## src/rtl/i2cam_pkg.sv

```systemverilog
package i2cam_pkg;

    localparam int BYTE_W = 8;
    localparam int MASK_W = 5;
    localparam int HI_W   = 2;
    localparam int CNT_W  = $clog2(BYTE_W + 2);
    localparam logic [4:0] TEN_TAG = 5'b11110;

    typedef enum logic [1:0] {
        ST_IDLE,
        ST_RECV,
        ST_ACK,
        ST_SKIP
    } phase_e;

    typedef struct packed {
        logic start;
        logic stop;
        logic rise;
        logic fall;
    } bus_ev_t;

    // Bits that must agree with the own address for the current mode.
    function automatic logic [BYTE_W-1:0] care_bits(input logic ten,
                                                    input logic [MASK_W-1:0] m);
        logic [BYTE_W-1:0] c;
        c[7:6] = 2'b11;
        if (ten) begin
            c[5:2] = ~m[4:1];
            c[1:0] = {2{~m[0]}};
        end else begin
            c[5:1] = ~m;
            c[0]   = 1'b0;
        end
        return c;
    endfunction

    function automatic logic masked_eq(input logic [BYTE_W-1:0] a,
                                       input logic [BYTE_W-1:0] b,
                                       input logic [BYTE_W-1:0] care);
        return ((a ^ b) & care) == '0;
    endfunction

    function automatic logic [BYTE_W-1:0] ten_header(input logic [HI_W-1:0] hi);
        return {TEN_TAG, hi, 1'b0};
    endfunction

endpackage

```

## src/rtl/i2cam_bus_sense.sv

```systemverilog
module i2cam_bus_sense
    import i2cam_pkg::*;
(
    input  logic    clk,
    input  logic    rst,
    input  logic    scl_i,
    input  logic    sda_i,
    output bus_ev_t ev_o
);
    logic scl_q;
    logic sda_q;

    always_ff @(posedge clk) begin
        if (rst) begin
            scl_q <= 1'b1;
            sda_q <= 1'b1;
        end else begin
            scl_q <= scl_i;
            sda_q <= sda_i;
        end
    end

    always_comb begin
        ev_o.start = scl_i & scl_q & sda_q & ~sda_i;
        ev_o.stop  = scl_i & scl_q & ~sda_q & sda_i;
        ev_o.rise  = scl_i & ~scl_q;
        ev_o.fall  = ~scl_i & scl_q;
    end
endmodule

```

## src/rtl/i2cam_shift.sv

```systemverilog
module i2cam_shift
    import i2cam_pkg::*;
(
    input  logic              clk,
    input  logic              rst,
    input  logic              clr_i,
    input  logic              rise_i,
    input  logic              sda_i,
    output logic [BYTE_W-1:0] byte_o,
    output logic [CNT_W-1:0]  cnt_o
);
    localparam logic [CNT_W-1:0] CNT_TOP = CNT_W'(BYTE_W + 1);

    always_ff @(posedge clk) begin
        if (rst || clr_i) begin
            cnt_o <= '0;
            if (rst) byte_o <= '0;
        end else if (rise_i) begin
            byte_o <= {byte_o[BYTE_W-2:0], sda_i};
            if (cnt_o != CNT_TOP) cnt_o <= cnt_o + 1'b1;
        end
    end
endmodule

```

## src/rtl/i2cam_ctrl.sv

```systemverilog
module i2cam_ctrl
    import i2cam_pkg::*;
(
    input  logic              clk,
    input  logic              rst,
    input  bus_ev_t           ev_i,
    input  logic              ten_bit_i,
    input  logic [HI_W-1:0]   own_hi_i,
    input  logic [BYTE_W-1:0] own_lo_i,
    input  logic [MASK_W-1:0] mask_i,
    input  logic [BYTE_W-1:0] rx_byte_i,
    input  logic [CNT_W-1:0]  bit_cnt_i,
    output logic              clr_o,
    output logic              sda_pull_o,
    output logic              irq_o,
    output logic [BYTE_W-1:0] rx_addr_o
);
    localparam logic [CNT_W-1:0] LAST_BIT = CNT_W'(BYTE_W);

    phase_e            phase;
    logic              hdr_done;
    logic [BYTE_W-1:0] cap;
    logic              hit;
    logic              byte_end;
    logic              ack_end;

    always_comb begin
        if (ten_bit_i && !hdr_done)
            hit = (rx_byte_i == ten_header(own_hi_i));
        else
            hit = masked_eq(rx_byte_i, own_lo_i, care_bits(ten_bit_i, mask_i));
        byte_end = (phase == ST_RECV) && ev_i.fall && (bit_cnt_i == LAST_BIT);
        ack_end  = (phase == ST_ACK) && ev_i.fall;
        clr_o    = ev_i.start | ack_end;
    end

    always_ff @(posedge clk) begin
        if (rst) begin
            phase      <= ST_IDLE;
            hdr_done   <= 1'b0;
            cap        <= '0;
            sda_pull_o <= 1'b0;
            irq_o      <= 1'b0;
            rx_addr_o  <= '0;
        end else begin
            irq_o <= 1'b0;
            if (ev_i.stop) begin
                phase      <= ST_IDLE;
                hdr_done   <= 1'b0;
                sda_pull_o <= 1'b0;
            end else if (ev_i.start) begin
                phase      <= ST_RECV;
                hdr_done   <= 1'b0;
                sda_pull_o <= 1'b0;
            end else begin
                unique case (phase)
                    ST_RECV: begin
                        if (byte_end) begin
                            if (hit) begin
                                phase      <= ST_ACK;
                                sda_pull_o <= 1'b1;
                                cap        <= rx_byte_i;
                            end else begin
                                phase <= ST_SKIP;
                            end
                        end
                    end
                    ST_ACK: begin
                        if (ack_end) begin
                            sda_pull_o <= 1'b0;
                            if (ten_bit_i && !hdr_done) begin
                                hdr_done <= 1'b1;
                                phase    <= ST_RECV;
                            end else begin
                                irq_o     <= 1'b1;
                                rx_addr_o <= cap;
                                phase     <= ST_SKIP;
                            end
                        end
                    end
                    default: ;
                endcase
            end
        end
    end
endmodule

```

## src/rtl/i2c_addr_match.sv

```systemverilog
module i2c_addr_match
    import i2cam_pkg::*;
(
    input  logic              clk,
    input  logic              rst,
    input  logic              scl_i,
    input  logic              sda_i,
    input  logic              ten_bit_i,
    input  logic [HI_W-1:0]   own_hi_i,
    input  logic [BYTE_W-1:0] own_lo_i,
    input  logic [MASK_W-1:0] mask_i,
    output logic              sda_pull_o,
    output logic              irq_o,
    output logic [BYTE_W-1:0] rx_addr_o
);
    bus_ev_t           ev;
    logic              clr;
    logic [BYTE_W-1:0] rx_byte;
    logic [CNT_W-1:0]  bit_cnt;

    i2cam_bus_sense u_sense (
        .clk   (clk),
        .rst   (rst),
        .scl_i (scl_i),
        .sda_i (sda_i),
        .ev_o  (ev)
    );

    i2cam_shift u_shift (
        .clk    (clk),
        .rst    (rst),
        .clr_i  (clr),
        .rise_i (ev.rise),
        .sda_i  (sda_i),
        .byte_o (rx_byte),
        .cnt_o  (bit_cnt)
    );

    i2cam_ctrl u_ctrl (
        .clk        (clk),
        .rst        (rst),
        .ev_i       (ev),
        .ten_bit_i  (ten_bit_i),
        .own_hi_i   (own_hi_i),
        .own_lo_i   (own_lo_i),
        .mask_i     (mask_i),
        .rx_byte_i  (rx_byte),
        .bit_cnt_i  (bit_cnt),
        .clr_o      (clr),
        .sda_pull_o (sda_pull_o),
        .irq_o      (irq_o),
        .rx_addr_o  (rx_addr_o)
    );
endmodule

```

## config.mk

```make
export PLATFORM = sky130hd
export DESIGN_NAME = i2c_addr_match
export DESIGN_NICKNAME = d
export VERILOG_FILES = /design/src/rtl/i2cam_pkg.sv /design/src/rtl/i2cam_bus_sense.sv /design/src/rtl/i2cam_shift.sv /design/src/rtl/i2cam_ctrl.sv /design/src/rtl/i2c_addr_match.sv
export SDC_FILE = /design/constraint.sdc
export NUM_CORES = 1
export LEC_CHECK = 0
export BUFFER_PORTS_ARGS = -buffer_cell sky130_fd_sc_hd__buf_2
export CELL_PAD_IN_SITES_DETAIL_PLACEMENT = 2
export CELL_PAD_IN_SITES_GLOBAL_PLACEMENT = 2
export CORE_ASPECT_RATIO = 0.75
export CORE_MARGIN = 8
export CORE_UTILIZATION = 37
export CTS_CLUSTER_SIZE = 20
export DETAILED_ROUTE_END_ITERATION = 10
export GPL_TIMING_DRIVEN = 1
export PLACE_DENSITY = 0.93
export SYNTH_ARGS = -nofsm -noshare
export SYNTH_HDL_FRONTEND = slang
export SYNTH_HIERARCHICAL = 1
export SYNTH_SLANG_ARGS = --single-unit
```

## constraint.sdc

```tcl
create_clock -name clk -period 3.5 [get_ports clk]
set_clock_uncertainty 0.15 [all_clocks]
set_input_delay 0.525 -clock clk [delete_from_list [all_inputs] [get_ports clk]]
set_output_delay 0.525 -clock clk [all_outputs]
set_load 0.02 [all_outputs]
```

==> impl_metrics.json <==
{
  "required_ns": 3.53,
  "postCtsSetupBuffers": 0,
  "grt_pass1_wl_mm": 8.14,
  "synth_seq_area_share_pct": 48.9,
  "boundaryPins": 30,
  "synth_edf_count": 8,
  "numCtsBuffers": 5,
  "ctsHoldBuffers": 0,
  "worst_slew_pin_slew_ns": 0.635,
  "final-hold-violation-count": 0,
  "clockBufferDepth": 2,
  "final.setup.worst_slack_ns": 0.980,
  "yosys.cell_types.count": 42,
  "drv_cap": 0,
  "antenna_found_initial": 0,
  "fin_crit_sh_pct": 72.0,
  "r2r-start": "u_sense/scl_q",
  "worstHoldStart": "scl_i",
  "min_period_ns": 2.52,
  "dieWidth_um": 91.9,
  "antennaDiodeCount": 0,
  "syn-mean-instance-area_sq_um": 10.8,
  "critPathLaunchType": "flip-flop",
  "synth_cells": 148,
  "wl_met2_mm": 2.76,
  "start_util_pct": 38.9,
  "ys_warn_count": 6,
  "r2r-end": "u_ctrl/cap[4]",
  "synth_mux_area_share_pct": 5.64,
  "worstHoldPathType": "input pin to flip-flop",
  "drt_iter0_markers": 90,
  "num_vias": 1296,
  "p_per_area_nw_per_um2": 491,
  "cts_sinks": 35,
  "status": "finished clean",
  "cts_tree": "yes",
  "drt_wl_total_mm": 5.12,
  "die-area_sq_um": 6700,
  "finalSetupViolCount": 0,
  "grt_usage_pct": 16.1,
  "holdPathEnd": "u_sense/scl_q",
  "drcViolationCount": 0,
  "synth_top_family_by_area": "simple AND/OR/NAND/NOR gates",
  "core_area_sq_um": 4100,
  "critPathArrivalTime_ns": 2.55,
  "max_freq_ghz": 0.397,
  "clk_pin_slew_worst_paths_ns": 0.07,
  "async_reset_ff_share_pct": 0,
  "final_nets": 205,
  "slew_headroom_pct": 57.5,
  "synthAdderAreaFrac_pct": 3.13,
  "mostFrequentLayoutCell": "buf_2",
  "hpwlAfterDp_mm": 3.92,
  "whs_path_depth": 2,
  "ys_ff_latch": 35,
  "grt_max_degree": 19,
  "wire_per_inst_um": 21.6,
  "cts_root_buffer": "clkbuf_8",
  "grt_pass1_vias": 1426,
  "cts_max_level": 2,
  "die_y_um": 72.9,
  "end_kind": "flip-flop",
  "place_ws_ns": 0.746,
  "wl_met3_um": 184,
  "synth_nets": 172,
  "grt_setup_unrepaired": "no",
  "nFillCells": 443,
  "clock_latency_ns": 0.29,
  "gp_congestion": 0.884,
  "syn_to_final_growth_pct": 19.1,
  "synthXorXnorAreaFrac_pct": 6.03,
  "finalMaxSlewViolations": 0,
  "synth-compound-area-share_pct": 15.0,
  "final_layout_size_suffix_gt1_share_pct": 24.2,
  "ant_nets": 0,
  "top_layer": "met4",
  "setup_tns_ns": 0,
  "synth.cell_area_sq_um": 1600,
  "path_class": "flip-flop to flip-flop",
  "viasPerCell": 5.47,
  "rrSetupSlack_ns": 0.98,
  "final_cell_mix": "buf_2 (29), dfxtp_1 (27), nor2_1 (14), xnor2_1 (10)",
  "dr.pass1.iters": 4,
  "ctsResizeCount": 0,
  "io_buffers": 29,
  "met1_length_mm": 2.06,
  "critPathMaxFanout": 8,
  "grt_overflow": 0,
  "leakagePower_nw": 0.823,
  "synthFlopType": "dfxtp_1",
  "rows": 20,
  "vdd_drop_max_mv": 0.227,
  "r2r_cells": 5,
  "synth_simple_gate_area_share_pct": 18.5
}
[area by class of cell]
cell class	instances	area [sq um]	share of cell area [%]
sequential	35	781	41.0
multi-input combinational	101	772	40.6
timing repair buffer	29	145	7.63
clock buffer	7	96.3	5.06
tap	55	68.8	3.62
inverter	9	33.8	1.78
clock inverter	1	6.26	0.329
[state kept, by name (all words and copies together) (netlist names)]
| signal | flops |
|---|---|
| u_sense/scl_q | 1 |
| u_ctrl/cap | 8 |
| u_ctrl/phase | 2 |
| u_ctrl/rx_addr_o | 8 |
| u_shift/cnt_o | 4 |
| u_ctrl/hdr_done | 1 |
| u_sense/sda_q | 1 |
| u_shift/byte_o | 8 |
| u_ctrl/sda_pull_o | 1 |
| u_ctrl/irq_o | 1 |
[power by group]
group,switching [mW],internal [mW]
Sequential,0.0269,0.436
Clock,0.146,0.179
Combinational,0.0823,0.0629
[through the flow]
stage	std cells	hold WS (ns)	power [mW]	instance area, sq um	util (%)
floorplan	148	0.298	0.559	1600	-
global placement	229	0.319	0.595	1800	43.9
detailed placement	229	0.326	0.615	1800	43.9
CTS	237	0.323	0.949	1900	46.4
global route	237	0.331	0.979	1900	46.4
finish	237	0.330	0.934	1900	46.4
[worst max-delay path: stages, from the launching register on]
cell and delay [ns]:
dfxtp_1 0.36, nor2b_1 0.35, nor4b_1 0.42, nand3_1 0.31, o41a_4 0.56, a22o_1 0.26
[Yosys cell counts (all sizes together), types with 2 or more instances]
cell type / n / share of area (%)
and4b: 2 / 1.3
dfxtp: 27 / 34
and2: 8 / 3.1
ha: 4 / 3.1
inv: 9 / 2.1
mux2i: 9 / 5.6
nand3: 2 / 0.63
nor4: 3 / 1.6
or2: 2 / 0.78
or3: 2 / 0.78
a22o: 8 / 4.4
clkbuf: 3 / 0.70
nand2: 5 / 1.2
a21o: 2 / 0.94
a31oi: 3 / 1.6
edfxtp: 8 / 15
xnor2: 10 / 5.5
nor2b: 3 / 1.2
nor3: 3 / 1.3
o22ai: 2 / 0.78
nand4: 2 / 0.78
nor2: 14 / 3.3
a211o: 2 / 1.2
[layer usage]
metal | global-route usage, % | vias to the layer above
met4 | 7.65 | 0
met1 | 16.8 | 658
met3 | 4.01 | 11
met5 | 0 | -
met2 | 29.7 | 28
li1 | - | 599
[how the worst max path moves through the flow]
| stage | start | end | slack (ns) |
|---|---|---|---|
| floorplan | scl_i | u_ctrl/cap[1] | 1.33 |
| global placement | scl_i | u_ctrl/cap[4] | 1.07 |
| detailed placement | scl_i | u_ctrl/cap[4] | 0.75 |
| CTS | u_sense/scl_q | u_ctrl/cap[4] | 1.01 |
| global route | u_sense/scl_q | u_ctrl/phase[1] | 0.89 |
| finish | u_sense/scl_q | u_ctrl/cap[4] | 0.98 |
[cells by family (layout without fill, tap and decap cells)]
family / count (synthesis) / count (layout)
AOI/OAI and AO/OA: 26 / 26
muxes: 9 / 9
xor gates and xnor gates: 11 / 11
DFF: 35 / 35
buffers and inverters: 12 / 46
adders and majority gates: 4 / 4
and+or+nand+nor: 51 / 51
(Power assumes the default switching activity.)
